$ cat src/rtl/alc_pkg.sv
package alc_pkg;

  typedef struct packed {
    logic gainDown;
    logic gainUp;
  } gainStrobe_t;

  // limit threshold scaled to a signed full scale of 2^(sw-1)
  function automatic logic [63:0] limitThreshold(input logic [1:0] sel, input int sw);
    logic [63:0] frac;
    case (sel)
      2'b00:   frac = 64'd20675;
      2'b01:   frac = 64'd16423;
      2'b10:   frac = 64'd13045;
      default: frac = 64'd10362;
    endcase
    return (frac << (sw - 1)) >> 15;
  endfunction

endpackage

$ cat src/rtl/alc_datapath.sv
module alc_datapath
  import alc_pkg::*;
#(
  parameter int SAMPLE_W = 16,
  parameter int GAIN_W   = 6
) (
  input  logic                       clk,
  input  logic                       rst_n,
  input  logic                       sampleValid,
  input  logic signed [SAMPLE_W-1:0] sampleIn,
  input  logic                       enable,
  input  logic                       gainLoad,
  input  logic [GAIN_W-1:0]          startGain,
  input  logic [GAIN_W-1:0]          maxGain,
  input  logic [1:0]                 limitSel,
  input  logic [1:0]                 periodSel,
  input  logic                       zcEnable,
  input  gainStrobe_t                strobe,
  output logic                       limitHit,
  output logic                       zeroCross,
  output logic [1:0]                 cfgPeriod,
  output logic                       cfgZc,
  output logic [GAIN_W-1:0]          cfgMax,
  output logic [GAIN_W-1:0]          gainCode
);

  localparam logic [SAMPLE_W-1:0] MOST_NEG = {1'b1, {(SAMPLE_W-1){1'b0}}};
  localparam logic [SAMPLE_W-1:0] MOST_POS = {1'b0, {(SAMPLE_W-1){1'b1}}};

  logic [1:0]          cfgLimit;
  logic                prevSign;
  logic [SAMPLE_W-1:0] magVal;
  logic [SAMPLE_W-1:0] thrVal;
  logic [63:0]         thrWide;
  logic [GAIN_W-1:0]   gainQ;

  // configuration tracks the inputs while idle, frozen while running
  always_ff @(posedge clk or negedge rst_n) begin
    if (!rst_n) begin
      cfgLimit  <= '0;
      cfgPeriod <= '0;
      cfgZc     <= 1'b0;
      cfgMax    <= '0;
    end else if (!enable) begin
      cfgLimit  <= limitSel;
      cfgPeriod <= periodSel;
      cfgZc     <= zcEnable;
      cfgMax    <= maxGain;
    end
  end

  always_comb begin
    if (!sampleIn[SAMPLE_W-1])
      magVal = sampleIn;
    else if (sampleIn == MOST_NEG)
      magVal = MOST_POS;
    else
      magVal = ~sampleIn + 1'b1;
  end

  assign thrWide   = limitThreshold(cfgLimit, SAMPLE_W);
  assign thrVal    = thrWide[SAMPLE_W-1:0];
  assign limitHit  = sampleValid && (magVal > thrVal);
  assign zeroCross = sampleValid && (sampleIn[SAMPLE_W-1] != prevSign);

  always_ff @(posedge clk or negedge rst_n) begin
    if (!rst_n)
      prevSign <= 1'b0;
    else if (sampleValid)
      prevSign <= sampleIn[SAMPLE_W-1];
  end

  always_ff @(posedge clk or negedge rst_n) begin
    if (!rst_n)
      gainQ <= '0;
    else if (!enable) begin
      if (gainLoad)
        gainQ <= startGain;
    end else if (strobe.gainDown) begin
      if (gainQ != '0)
        gainQ <= gainQ - 1'b1;
    end else if (strobe.gainUp) begin
      if (gainQ < cfgMax)
        gainQ <= gainQ + 1'b1;
    end
  end

  assign gainCode = gainQ;

endmodule

$ cat src/rtl/alc_control.sv
module alc_control
  import alc_pkg::*;
#(
  parameter int BASE_PERIOD = 128
) (
  input  logic        clk,
  input  logic        rst_n,
  input  logic        enable,
  input  logic        sampleValid,
  input  logic        limitHit,
  input  logic        zeroCross,
  input  logic [1:0]  cfgPeriod,
  input  logic        cfgZc,
  output gainStrobe_t strobe
);

  localparam int CNT_W = $clog2(BASE_PERIOD * 4);

  typedef enum logic [1:0] {PEND_NONE, PEND_DOWN, PEND_UP} pend_e;

  pend_e            pendQ, pendD;
  logic [CNT_W-1:0] quietQ, quietD;
  logic [CNT_W-1:0] toQ, toD;
  logic [CNT_W-1:0] lastIdx;
  logic             windowDone;
  logic             applyNow;
  logic             step;

  // codes 10 and 11 both select four base periods
  always_comb begin
    case (cfgPeriod)
      2'b00:   lastIdx = CNT_W'(BASE_PERIOD - 1);
      2'b01:   lastIdx = CNT_W'(BASE_PERIOD * 2 - 1);
      default: lastIdx = CNT_W'(BASE_PERIOD * 4 - 1);
    endcase
  end

  assign step       = enable && sampleValid;
  assign windowDone = !limitHit && (quietQ == lastIdx);
  assign applyNow   = (pendQ != PEND_NONE) && (zeroCross || (toQ == lastIdx));

  always_comb begin
    strobe = '0;
    pendD  = pendQ;
    toD    = toQ;
    quietD = quietQ;
    if (!enable) begin
      pendD  = PEND_NONE;
      toD    = '0;
      quietD = '0;
    end else if (step) begin
      quietD = (limitHit || windowDone) ? '0 : quietQ + 1'b1;
      if (!cfgZc) begin
        strobe.gainDown = limitHit;
        strobe.gainUp   = windowDone;
        pendD           = PEND_NONE;
        toD             = '0;
      end else begin
        if (applyNow) begin
          strobe.gainDown = (pendQ == PEND_DOWN);
          strobe.gainUp   = (pendQ == PEND_UP);
        end
        if (limitHit) begin
          if (pendQ == PEND_DOWN && !applyNow) begin
            toD = toQ + 1'b1;
          end else begin
            pendD = PEND_DOWN;
            toD   = '0;
          end
        end else if (windowDone && (pendQ == PEND_NONE || applyNow)) begin
          pendD = PEND_UP;
          toD   = '0;
        end else if (applyNow) begin
          pendD = PEND_NONE;
          toD   = '0;
        end else if (pendQ != PEND_NONE) begin
          toD = toQ + 1'b1;
        end
      end
    end
  end

  always_ff @(posedge clk or negedge rst_n) begin
    if (!rst_n) begin
      pendQ  <= PEND_NONE;
      toQ    <= '0;
      quietQ <= '0;
    end else begin
      pendQ  <= pendD;
      toQ    <= toD;
      quietQ <= quietD;
    end
  end

endmodule

$ cat src/rtl/alc_gain_ctrl.sv
module alc_gain_ctrl
  import alc_pkg::*;
#(
  parameter int SAMPLE_W    = 16,
  parameter int GAIN_W      = 6,
  parameter int BASE_PERIOD = 128
) (
  input  logic                       clk,
  input  logic                       rst_n,
  input  logic                       sampleValid,
  input  logic signed [SAMPLE_W-1:0] sampleIn,
  input  logic                       enable,
  input  logic                       gainLoad,
  input  logic [GAIN_W-1:0]          startGain,
  input  logic [GAIN_W-1:0]          maxGain,
  input  logic [1:0]                 limitSel,
  input  logic [1:0]                 periodSel,
  input  logic                       zcEnable,
  output logic [GAIN_W-1:0]          gainCode
);

  gainStrobe_t       strobe;
  logic              limitHit;
  logic              zeroCross;
  logic [1:0]        cfgPeriod;
  logic              cfgZc;
  logic [GAIN_W-1:0] cfgMax;

  alc_datapath #(.SAMPLE_W(SAMPLE_W), .GAIN_W(GAIN_W)) u_dp (
    .clk(clk), .rst_n(rst_n), .sampleValid(sampleValid), .sampleIn(sampleIn),
    .enable(enable), .gainLoad(gainLoad), .startGain(startGain), .maxGain(maxGain),
    .limitSel(limitSel), .periodSel(periodSel), .zcEnable(zcEnable), .strobe(strobe),
    .limitHit(limitHit), .zeroCross(zeroCross), .cfgPeriod(cfgPeriod), .cfgZc(cfgZc),
    .cfgMax(cfgMax), .gainCode(gainCode)
  );

  alc_control #(.BASE_PERIOD(BASE_PERIOD)) u_ctl (
    .clk(clk), .rst_n(rst_n), .enable(enable), .sampleValid(sampleValid),
    .limitHit(limitHit), .zeroCross(zeroCross), .cfgPeriod(cfgPeriod), .cfgZc(cfgZc),
    .strobe(strobe)
  );

endmodule

$ cat config.mk
export PLATFORM = sky130hd
export DESIGN_NAME = alc_gain_ctrl
export DESIGN_NICKNAME = d
export VERILOG_FILES = /design/src/rtl/alc_pkg.sv /design/src/rtl/alc_datapath.sv /design/src/rtl/alc_control.sv /design/src/rtl/alc_gain_ctrl.sv
export SDC_FILE = /design/constraint.sdc
export NUM_CORES = 1
export LEC_CHECK = 0
export BUFFER_PORTS_ARGS = -buffer_cell sky130_fd_sc_hd__buf_4
export CAP_MARGIN = 20
export CORE_UTILIZATION = 43
export CTS_CLUSTER_DIAMETER = 120
export DETAILED_ROUTE_END_ITERATION = 10
export GPL_TIMING_DRIVEN = 1
export PLACE_DENSITY_LB_ADDON = 0.12
export SLEW_MARGIN = 20
export SYNTH_ARGS = -nofsm -noshare
export SYNTH_HDL_FRONTEND = slang
export SYNTH_HIERARCHICAL = 1
export SYNTH_SLANG_ARGS = --single-unit
export TNS_END_PERCENT = 10
$ cat constraint.sdc
create_clock -name clk -period 7.5 [get_ports clk]
set_clock_uncertainty 0.1 [all_clocks]
set_input_delay 1.5 -clock clk [delete_from_list [all_inputs] [get_ports clk]]
set_output_delay 1.5 -clock clk [all_outputs]
set_load 0.02 [all_outputs]
Word level (Yosys, flattened, before mapping):

Cells that the tools add are included.

* $add $sub $neg: 5
* $lt $le $gt $ge: 2
* eq/ne operators: 16
* mux-type cells: 32
* bitwise logic cells: 1
* reductions and logical operators: 21

Operators by type and width (number)
* 2-to-1 mux 9 bit: 11
* case mux 15 bit (3 select lines): 1
* 2-to-1 mux 6 bit: 6
* 2-to-1 mux 16 bit: 2
* 2-to-1 mux 2 bit: 11
* adder 9 x 1 -> 9 bit, second input constant: 2
* equality test 9 bit: 2
* case mux 9 bit (2 select lines): 1
* adder 16 x 1 -> 16 bit, second input constant: 1
* equality test 16 bit, second input constant: 1
* > comparator 16 x 15 -> 1 bit: 1
* NOT 16 bit: 1
* logical AND 1 bit: 7
* adder 6 x 1 -> 6 bit, second input constant: 1
* equality test 2 x 1 -> 1 bit, second input constant: 3
* logical NOT 2 bit: 3
* less-than comparator 6 bit: 1
* inequality test 3 x 1 -> 1 bit, second input constant: 2
* inequality test 6 x 2 -> 1 bit, second input constant: 1
* nonzero test 6 bit: 1
* subtractor 6 x 1 -> 6 bit, second input constant: 1
* inequality test 5 x 2 -> 1 bit, second input constant: 1
* equality test 2 bit, second input constant: 2
* inequality test 4 bit, second input constant: 1
* 9 further kinds: 13

* flip-flop bits (word level): 38
* input bits: 38
* output and inout port bits: 6

Logic depth before layout (Yosys ltp):

Gate-level depths: netlist (run 1).

* word-level depth: 14
* mapped depth: 24

Cells and area by module:

Netlist (run 1), hierarchy kept.

By module, submodules not included
* alc_datapath: instances 1, cells an instance 213, area an instance 1954.4 µm²
* alc_control: instances 1, cells an instance 135, area an instance 1232.4 µm²

Least setup slack after synthesis (run 1):

Ideal clock, no wire load.

* kind: input -> register
* start point: input sampleIn[1]
* end point: register u_dp.gainQ[4] (netlist: u_dp/gainCode[4])
* library setup time: 0.128 ns
* arrival time: 6.330 ns
* required time: 7.272 ns
* path slack: 0.942 ns
* stages: 22
* buffers on the path: 0
* cell sequence: inv_1 > ha_1 > or4b_4 > or3_4 > a211oi_1 > a31oi_1 > ha_1 > and3_1 > nand3_1 > and4bb_1 > a211oi_1 > a211oi_1 > nand2b_1 > a21oi_1 > inv_1 > fa_1 > inv_1 > a21o_1 > a21oi_1 > xnor2_1 > mux2_2 > mux2_1

RTL lines
* from (decl): line alc_gain_ctrl.sv:11 `input logic signed [SAMPLE_W-1:0] sampleIn,`
* to (signal assigned): line alc_datapath.sv:78 `gainQ <= startGain;`
* to (signal assigned): line alc_datapath.sv:81 `gainQ <= gainQ - 1'b1;`
* to (signal assigned): line alc_datapath.sv:84 `gainQ <= gainQ + 1'b1;`
* to (decl): line alc_datapath.sv:35 `logic [GAIN_W-1:0] gainQ;`

==> metrics.yaml, run 1 <==
floorplanning:
  core_area_mm2: 0.00721
  die_w_um: 88.1
  die_area_mm2: 0.00776
  die_height_um: 88.1
  rows: 31
  initial_utilization_pct: 44.2
  boundary_pins: 44
power:
  comb_power_share_pct: 35.6
  power.density_mw_per_mm2: 196
  power.total_uw: 731
  power.share.sequential_pct: 35.3
  power.switching_uw: 245
  worst_ir_drop_vdd_v: 0.000130
  p_leak_uw: 0.00172
  switching_share_pct: 33.5
  p_int_uw: 486
  clockPowerShare_pct: 29.1
sta:
  timing.final.max_slew_violations: 0
  fin_tns_setup_ps: 0
  transition_time_at_the_pin_with_the_least_slew_margin_ps: 854
  max_freq_mhz: 152
  slew_headroom_pct: 42.8
  setup_viol_count_final: 0
  final.period_utilization_pct: 87.5
  finalHoldViolations: 0
  rsz0062_at_grt: "no"
  period_minus_slack_ps: 6560
global_routing:
  maximum_number_of_pins_on_one_net_before_global_route_repair: 39
  track_usage_pct: 19.4
  globalRouteOverflowTotal: 0
  grt_antenna_before_repair: 0
  grt_pass1_vias: 2524
  grt_first_pass_wirelength_mm: 11.7
clocking:
  hold_buffers: 0
  clkLatencyLatePin_ps: 290
  numCtsBuffers: 5
  cts_setup_buffers: 0
  ctsRootBufferMaster: "clkbuf_8"
  cts_num_sinks: 38
  clkSlewWorstSetupHoldPaths_ps: 80
  cts.path.max_buffers: 2
  tritoncts: "done"
  cts-resized-gates: 0
  clock_tree.htree_level_count: 2
worst_setup_path:
  worst-endpoint-arrival_ps: 6650
  worstPathMaxFanout: 11
  setup.worst_path.start_class: "input port"
  timing.critical_path.to_type: "flip-flop"
  timing.setup.critical_path_class: "in2reg"
  critPathMaxStageDelay_ps: 710
  timing.reg2reg.worst_path_depth: 20
  top_cell_by_count_worst_path: "inv_1"
  worst-endpoint-required_ps: 7580
  critical_path.slowest_cell: "a211oi_1"
  worstPathCellList: "buf_4 -> inv_1 -> ha_1 -> or4b_4 -> or3_4 -> or2_1 -> nand2_1 -> ha_1 -> and3_1 -> nand3_1 -> and4bb_1 -> a211oi_1 -> a211oi_1 -> nand2b_1 -> a21oi_1 -> buf_4 -> inv_1 -> fa_1 -> inv_1 -> a21o_1 -> a21oi_1 -> xnor2_1 -> mux2_2 -> mux2_1"
logic_synthesis:
  synth.avg_cell_area_um2: 9.16
  mappedNetlistNets: 416
  syn_inst: 348
  synth_area_mm2: 0.00319
  synth_cell_types: 67
  synth_edf_count: 0
  synth_sequential_area_ratio_pct: 29.8
  postSynth.asyncResetShare_pct: 100
  yosys_most_used_dff: "dfrtp_1"
  yosys_warnings: 6
  yosys_register_bits: 38
route:
  route.detailed.vias_per_inst: 5.57
  routed_length_per_placed_instance_um: 14.3
  dr.pass1.iters: 4
  detailroute.via_count: 2731
  post_route_drc_violation_count: 0
  routed_wl_mm: 7.02
  violation_count_after_the_first_detailed_routing_iteration: 118
  postRouteAntennaNets: 0
outcome:
  run_status: "finished clean"
run:
  reported_max_cap_violation_count: 0
placement:
  buffer_ports.inserted: 43
  hpwl_mm: 5.36
  finalWeightedCongestion: 0.784
finish:
  layout.nets: 458
  drive_gt1_share_pct: 21.7
  flow.area_growth_from_synthesis_pct: 16.9
  finish.utilization_pct: 51.6
  antennaDiodeCount: 0
hold_path:
  worstHoldPathCells: 1
  hp-class: "reg2reg"
## power by group through the flow
| stage | Clock, uW | Combinational, uW | Sequential (uW) |
|---|---|---|---|
| after CTS | 220 | 262 | 259 |
| after floorplan | 0 | 168 | 266 |
| after global placement | 0 | 257 | 262 |
| after detailed placement | 0 | 260 | 262 |
| final | 212 | 260 | 258 |
| after global routing | 227 | 292 | 263 |
## cell type report
cell class / count / area, um^2
fillers: 719 / 3490
well taps: 99 / 124
flip-flops and latches: 38 / 951
clock buffers: 5 / 68.8
inverters: 24 / 90.1
clock inverters: 3 / 68.8
repair buffers: 44 / 330
multi-input cells: 277 / 2090
## registers in the layout (all words and copies together) (netlist names)
signal / flops
u_dp/gainCode: 6
u_ctl/pendQ: 2
u_dp/cfgPeriod: 2
u_ctl/quietQ: 9
u_ctl/toQ: 9
u_dp/cfgMax: 6
u_dp/prevSign: 1
u_dp/cfgZc: 1
u_dp/cfgLimit: 2
## layer usage
metal  global-route usage, %  vias up  part of all wire [%]
met2                    31.4       48                    47
met4                    5.72        0                  0.74
met3                    2.83        4                   2.8
li1                        -     1373                     -
met1                    26.8     1306                    50
met5                       0        -                     0
## cells in the mapped netlist, types with 6 or more instances
cell     instances  area, um^2
a21o_1           6        45.0
a21oi_1         10        50.1
and3_1           6        37.5
dfrtp_1         38         951
ha_1            29         363
inv_1           24        90.1
mux2_2          15         169
nand2_1         26        97.6
nand3_1         12        60.1
nor2_1          28         105
nor2b_1          7        43.8
o21ai_0         24         120
o31ai_1         10        75.1
xnor2_1          6        52.6
xor2_1          10        87.6
## path summary, 6_finish.rpt
check                                  from          endpoint  slack, ps
min in group asynchronous             rst_n     u_dp/prevSign       1070
min                         u_ctl/quietQ[5]   u_ctl/quietQ[5]        400
min reg2reg                 u_ctl/quietQ[5]   u_ctl/quietQ[5]        400
max                             sampleIn[1]  u_dp/gainCode[4]        940
max reg2reg                u_dp/cfgLimit[0]  u_dp/gainCode[4]       2800
max in group asynchronous             rst_n      u_ctl/toQ[4]       5860
## worst max-delay path, delay by kind of cell
family	cells	cell delay, ps
AO/OA/AOI/OAI	5	1120
XOR/XNOR	1	120
adder cells (fa/ha/maj)	3	760
buffers and inverters	5	570
multiplexers	2	530
AND/OR/NAND/NOR	8	2030
## placed cells by master, fill, tap and decap left out, types with 3 or more instances in the layout
cell type,count
a21o_1,6
nand3_1,12
nor3_1,4
clkbuf_8,5
xnor2_1,6
mux2_1,3
nand4_1,4
a22o_1,4
o21ai_0,24
a211oi_1,4
nor2_1,28
buf_4,44
mux2_2,15
a31oi_1,3
a2bb2oi_1,4
and3_1,6
a21oi_1,10
nand2_2,4
dfrtp_1,38
nand3b_1,3
o211ai_1,4
nand2b_1,3
o31ai_1,10
inv_1,24
nand2_1,26
a211o_1,3
nor2b_1,7
xor2_1,10
ha_1,29
## cells by family (layout without fill, tap and decap cells)
group / count (synthesis) / in the layout / synth area share, %
compound gates: 95 / 95 / 22.2
xor+xnor: 16 / 16 / 4.40
fa+ha+maj: 30 / 30 / 12.0
buf+inv: 33 / 76 / 4.48
flops: 38 / 38 / 29.8
mux: 20 / 20 / 6.99
simple gates: 116 / 116 / 20.1
## stage by stage
step | instances | worst slack [ps] | hold WS [ps] | area (um^2)
after global routing | 490 | 535 | 428 | 3730
after floorplan | 348 | 942 | 360 | 3190
final | 490 | 938 | 401 | 3730
after global placement | 482 | 791 | 382 | 3590
after CTS | 490 | 963 | 403 | 3730
after detailed placement | 482 | 669 | 391 | 3590
Power figures use the tool's default switching activity.
==> inputs of run 2 (changes only) <==
CORE_MARGIN = 2   (was unset)
==> run 2 against run 1 <==
Effect of this change: die area grew 4.6%; critical endpoint is now u_dp/gainCode[5]; critical path type unchanged; non-clock buffer count stayed put; final cell count down 0.20%; first-iteration DRC count down 3.4%; core utilization decreased by 0.35 points; register-to-register slack worse by 70 ps.
==> metrics.yaml, run 2 (same netlist as run 1, synthesis figures left out) <==
outcome:
  run_status: "finished clean"  # unchanged
floorplanning:
  core_area_mm2: 0.00721  # unchanged
  boundary_pins: 44  # unchanged
  die_height_um: 90.1  # was 88.1 um
  die_w_um: 90.1  # was 88.1 um
  initial_utilization_pct: 44.2  # unchanged
  die_area_mm2: 0.00812  # was 0.00776 mm^2
  rows: 31  # unchanged
route:
  routed_length_per_placed_instance_um: 14.5  # was 14.3 um
  route.detailed.vias_per_inst: 5.55  # was 5.57
  post_route_drc_violation_count: 0  # unchanged
  detailroute.via_count: 2712  # was 2731
  violation_count_after_the_first_detailed_routing_iteration: 114  # was 118
  dr.pass1.iters: 4  # unchanged
  routed_wl_mm: 7.11  # was 7.02 mm
  postRouteAntennaNets: 0  # unchanged
clocking:
  cts_num_sinks: 38  # unchanged
  cts.path.max_buffers: 2  # unchanged
  tritoncts: "done"  # unchanged
  numCtsBuffers: 5  # unchanged
  clock_tree.htree_level_count: 2  # unchanged
  cts_setup_buffers: 0  # unchanged
  clkSlewWorstSetupHoldPaths_ps: 80  # about the same
  clkLatencyLatePin_ps: 290  # about the same
  hold_buffers: 0  # unchanged
  ctsRootBufferMaster: "clkbuf_8"  # unchanged
  cts-resized-gates: 0  # unchanged
global_routing:
  maximum_number_of_pins_on_one_net_before_global_route_repair: 39  # unchanged
  grt_first_pass_wirelength_mm: 12.4  # was 11.7 mm
  track_usage_pct: 18.3  # was 19.4%
  globalRouteOverflowTotal: 0  # unchanged
  grt_pass1_vias: 2712  # was 2524
  grt_antenna_before_repair: 0  # unchanged
power:
  switching_share_pct: 34.2  # was 33.5%
  power.total_uw: 697  # was 731 uW
  p_leak_uw: 0.00171  # was 0.00172 uW
  power.share.sequential_pct: 36.9  # was 35.3%
  comb_power_share_pct: 37.3  # was 35.6%
  worst_ir_drop_vdd_v: 0.000116  # was 0.000130 V
  power.density_mw_per_mm2: 188  # was 196 mW/mm^2
  clockPowerShare_pct: 25.8  # was 29.1%
  p_int_uw: 459  # was 486 uW
  power.switching_uw: 239  # was 245 uW
placement:
  numPlacedInstances: 482  # unchanged
  finalWeightedCongestion: 0.844  # was 0.784
  hpwl_mm: 5.44  # was 5.36 mm
  buffer_ports.inserted: 43  # unchanged
  placed_area_mm2: 0.00359  # unchanged
sta:
  final.period_utilization_pct: 89.0  # was 87.5%
  finalHoldViolations: 0  # unchanged
  transition_time_at_the_pin_with_the_least_slew_margin_ps: 905  # was 854 ps
  setup_viol_count_final: 0  # unchanged
  rsz0062_at_grt: "no"  # unchanged
  fin_tns_setup_ps: 0  # unchanged
  slew_headroom_pct: 39.3  # was 42.8%
  max_freq_mhz: 150  # was 152 MHz
  timing.final.max_slew_violations: 0  # unchanged
  period_minus_slack_ps: 6670  # was 6560 ps
hold_path:
  hp-class: "reg2reg"  # unchanged
finish:
  antennaDiodeCount: 0  # unchanged
  instances_no_fill: 489  # was 490
  drive_gt1_share_pct: 21.5  # was 21.7%
  nFillCells: 719  # unchanged
  layout_commonest_cell: "buf_4"  # unchanged
  regs_by_ff_count: "u_ctl/quietQ: 9 flops, u_ctl/toQ: 9 flops"  # unchanged
  flow.area_growth_from_synthesis_pct: 16.1  # was 16.9%
  layout.nets: 458  # unchanged
  mostFrequentLayoutCells: "44 x buf_4, 38 x dfrtp_1, 29 x ha_1, 28 x nor2_1, 26 x nand2_1"  # unchanged
  multi_input_area_mm2: 0.00209  # unchanged
  final-seq-area_um2: 951  # unchanged
  final_area_mm2: 0.00370  # was 0.00373 mm^2
worst_setup_path:
  worst-endpoint-required_ps: 7580  # about the same
  worstPathMaxFanout: 11  # unchanged
  timing.setup.critical_path_class: "in2reg"  # unchanged
  setup.worst_path.start_class: "input port"  # unchanged
  worstPathCellList: "buf_4 -> inv_1 -> ha_1 -> or4b_4 -> or3_4 -> a211oi_1 -> a31oi_1 -> ha_1 -> and3_1 -> nand3_1 -> and4bb_1 -> a211oi_1 -> a211oi_1 -> nand2b_1 -> a21oi_1 -> buf_4 -> ha_1 -> a21o_1 -> a21oi_1 -> or4b_2 -> o2111ai_1 -> o2111ai_1 -> o311a_1"  # was buf_4 -> inv_1 -> ha_1 -> or4b_4 -> or3_4 -> or2_1 -> nand2_1 -> ha_1 -> and3_1 -> nand3_1 -> and4bb_1 -> a211oi_1 -> a211oi_1 -> nand2b_1 -> a21oi_1 -> buf_4 -> inv_1 -> fa_1 -> inv_1 -> a21o_1 -> a21oi_1 -> xnor2_1 -> mux2_2 -> mux2_1
  worst-endpoint-arrival_ps: 6750  # was 6650 ps
  critPathMaxStageDelay_ps: 750  # was 710 ps
  timing.critical_path.to_type: "flip-flop"  # unchanged
  critical_path.slowest_cell: "a211oi_1"  # unchanged
run:
  reported_max_cap_violation_count: 0  # unchanged
==> run 2: layout make-up <==
| type | count | share of cell area, % |
|---|---|---|
| tap | 99 | 3.35 |
| multi-input combinational | 277 | 56.6 |
| inverter | 24 | 2.43 |
| clock inverter | 1 | 0.811 |
| clock buffer | 6 | 2.23 |
| timing repair buffer | 44 | 8.92 |
| sequential | 38 | 25.7 |
==> run 2: per-layer routing <==
layer	vias up	wire length [um]	GRT usage, %
li1	1367	-	-
met1	1282	3460	24.1
met2	49	3230	29.9
met3	14	295	4.36
met4	0	119	5.38
met5	-	0	0
==> run 2: worst paths after layout <==
kind,end,startpoint,cells past startpoint,slack [ps]
setup / recovery,u_dp/gainCode[5],sampleIn[1],23,830
hold / removal,u_dp/cfgMax[1],u_dp/cfgMax[1],1,410
setup reg to reg,u_dp/gainCode[5],u_dp/cfgLimit[0],19,2730
hold reg to reg,u_dp/cfgMax[1],u_dp/cfgMax[1],1,410
max in group asynchronous,u_dp/cfgLimit[0],rst_n,1,5870
min in group asynchronous,u_dp/prevSign,rst_n,1,1070
==> run 2: critical path, delay by kind of cell <==
kind | cells | cell delay, ps
simple gates | 7 | 2180
fa+ha+maj | 3 | 630
compound gates | 10 | 2050
buf+inv | 3 | 390
==> run 2: power groups by stage <==
stage / registers, uW / logic, uW / clock network (uW)
after floorplan: 266 / 168 / 0
after global placement: 263 / 257 / 0
after detailed placement: 262 / 260 / 0
after CTS: 259 / 263 / 187
after global routing: 262 / 292 / 196
final: 258 / 260 / 180
==> run 2: stage by stage <==
stage	utilization (%)	hold slack [ps]	setup WS, ps
after floorplan	-	360	942
after global placement	49.7	389	797
after detailed placement	49.7	395	518
after CTS	51.3	413	822
after global routing	51.3	427	407
final	51.3	409	828
==> inputs of run 3 (changes only) <==
BUFFER_PORTS_ARGS = -buffer_cell sky130_fd_sc_hd__buf_2   (was -buffer_cell sky130_fd_sc_hd__buf_4)
CORE_UTILIZATION = 60   (was 43)
==> run 3 against run 2 <==
Effect of this change: maximum frequency is 1.5% higher; final cell count decreased by 5.7%; count of clock-buffer cells in the layout did not move; non-clock buffer count unchanged; critical path depth is the same; setup slack improved by 98 ps; hold slack got worse by 0.89 ps; global-route usage rose by 7.1 points; cell area fell by 3.1%; register-to-register slack better by 100 ps; via count grew 2.7%; die area fell by 27%; critical path type unchanged.
==> metrics.yaml, run 3 (same netlist as run 1, synthesis figures left out) <==
outcome:
  run_status: "finished clean"  # unchanged
finish:
  layout_commonest_cell: "buf_2"  # was buf_4
  drive_gt1_share_pct: 21.7  # was 21.5%
  antennaDiodeCount: 0  # unchanged
  regs_by_ff_count: "u_ctl/quietQ: 9 flops, u_ctl/toQ: 9 flops"  # unchanged
  flow.area_growth_from_synthesis_pct: 12.6  # was 16.1%
  finish.utilization_pct: 70.2  # was 51.3%
  nFillCells: 406  # was 719
  mostFrequentLayoutCells: "43 x buf_2, 38 x dfrtp_1, 29 x ha_1, 28 x nor2_1, 26 x nand2_1"  # was 44 x buf_4, 38 x dfrtp_1, 29 x ha_1, 28 x nor2_1, 26 x nand2_1
  layout.nets: 458  # unchanged
clocking:
  clkSlewWorstSetupHoldPaths_ps: 80  # about the same
  cts.path.max_buffers: 2  # unchanged
  cts-resized-gates: 0  # unchanged
  cts_num_sinks: 38  # unchanged
  numCtsBuffers: 5  # unchanged
  clock_tree.htree_level_count: 2  # unchanged
  ctsRootBufferMaster: "clkbuf_8"  # unchanged
  hold_buffers: 0  # unchanged
  clkLatencyLatePin_ps: 290  # about the same
  tritoncts: "done"  # unchanged
  cts_setup_buffers: 0  # unchanged
floorplanning:
  initial_utilization_pct: 62.4  # was 44.2%
  die_w_um: 76.9  # was 90.1 um
  rows: 26  # was 31
  die_height_um: 76.9  # was 90.1 um
  boundary_pins: 44  # unchanged
  die_area_mm2: 0.00591  # was 0.00812 mm^2
  core_area_mm2: 0.00511  # was 0.00721 mm^2
route:
  routed_wl_mm: 7.06  # was 7.11 mm
  post_route_drc_violation_count: 0  # unchanged
  route.detailed.vias_per_inst: 6.04  # was 5.55
  postRouteAntennaNets: 0  # unchanged
  violation_count_after_the_first_detailed_routing_iteration: 171  # was 114
  dr.pass1.iters: 4  # unchanged
  detailroute.via_count: 2786  # was 2712
  routed_length_per_placed_instance_um: 15.3  # was 14.5 um
hold_path:
  hp-class: "reg2reg"  # unchanged
global_routing:
  maximum_number_of_pins_on_one_net_before_global_route_repair: 39  # unchanged
  grt_pass1_vias: 2699  # was 2712
  track_usage_pct: 25.4  # was 18.3%
  grt_first_pass_wirelength_mm: 12.3  # was 12.4 mm
  grt_antenna_before_repair: 0  # unchanged
  globalRouteOverflowTotal: 0  # unchanged
sta:
  fin_tns_setup_ps: 0  # unchanged
  max_freq_mhz: 152  # was 150 MHz
  postLayoutSetupSlackWorst_ps: 926  # was 828 ps
  finalHoldViolations: 0  # unchanged
  rsz0062_at_grt: "no"  # unchanged
  transition_time_at_the_pin_with_the_least_slew_margin_ps: 848  # was 905 ps
  timing.final.max_slew_violations: 0  # unchanged
  final.period_utilization_pct: 87.7  # was 89.0%
  period_minus_slack_ps: 6570  # was 6670 ps
  setup_viol_count_final: 0  # unchanged
  slew_headroom_pct: 43.5  # was 39.3%
worst_setup_path:
  setup.worst_path.start_class: "input port"  # unchanged
  timing.critical_path.to_type: "flip-flop"  # unchanged
  worst-r2r-setup-slack_ps: 2830  # was 2730 ps
  worst-endpoint-arrival_ps: 6650  # was 6750 ps
  worst-endpoint-required_ps: 7570  # was 7580 ps
  timing.setup.critical_path_class: "in2reg"  # unchanged
  worstPathMaxFanout: 11  # unchanged
placement:
  placement.setup.worst_slack_ps: 638  # was 518 ps
  finalWeightedCongestion: 0.866  # was 0.844
  hpwl_mm: 5.25  # was 5.44 mm
  buffer_ports.inserted: 43  # unchanged
run:
  reported_max_cap_violation_count: 0  # unchanged
power:
  p_leak_uw: 0.00169  # was 0.00171 uW
  power.density_mw_per_mm2: 203  # was 188 mW/mm^2
  worst_ir_drop_vdd_v: 0.000243  # was 0.000116 V
run 3: path summary, 6_finish.rpt:
path                                       start               end  cells past startpoint
worst max-delay path                 sampleIn[1]  u_dp/gainCode[5]                     23
worst min-delay path             u_ctl/quietQ[4]   u_ctl/quietQ[4]                      1
worst max register to register  u_dp/cfgLimit[0]  u_dp/gainCode[5]                     19
worst min register to register   u_ctl/quietQ[4]   u_ctl/quietQ[4]                      1
max in group asynchronous                  rst_n    u_dp/cfgMax[1]                      1
min in group asynchronous                  rst_n   u_ctl/quietQ[2]                      1
run 3: final cells by class:
cell class                      count  area, um^2  share of cell area (%)
Multi-Input combinational cell    277        2090                    58.4
Inverter                           24        90.1                    2.51
Sequential cell                    38         951                    26.5
Clock buffer                        6        82.6                    2.30
Timing Repair Buffer               44         223                    6.21
Tap cell                           70        87.6                    2.44
Clock inverter                      2        60.1                    1.67
run 3: layer usage:
layer / track usage, % / wire, um / vias to the layer above
met5: 0 / 0 / -
met4: 8.18 / 116 / 0
met3: 4.47 / 228 / 12
met2: 42.9 / 3460 / 55
met1: 33.0 / 3260 / 1352
li1: - / - / 1367
run 3: stage by stage:
stage / area (um^2) / total power (uW) / hold slack [ps] / std cells
6_report: 3590 / 730 / 408 / 461
3_3_place_gp: 3440 / 500 / 384 / 453
4_1_cts: 3590 / 732 / 410 / 461
5_1_grt: 3590 / 776 / 434 / 461
2_1_floorplan: 3190 / 435 / 360 / 348
3_5_place_dp: 3440 / 510 / 395 / 453
run 3: power by group:
part / switching (uW) / internal (uW) / leakage [uW]
sequential: 30.5 / 226 / 0.000488
combinational: 139 / 115 / 0.00113
clock: 76.2 / 142 / 0.0000714
total: 246 / 484 / 0.00169
run 3: worst max-delay path, stage by stage:
cell and delay [ps]:
buf_2 110, inv_1 70, ha_1 190, or4b_4 490, or3_4 430, or2_1 360
nand2_1 110, ha_1 150, and3_1 180, nand3_1 80, and4bb_1 300, a211oi_1 80
a211oi_1 700, nand2b_1 110, a21oi_1 150, buf_4 190, ha_1 160, a21o_1 90
a21oi_1 100, or4b_2 620, o2111ai_1 140, o2111ai_1 150, o311a_1 160
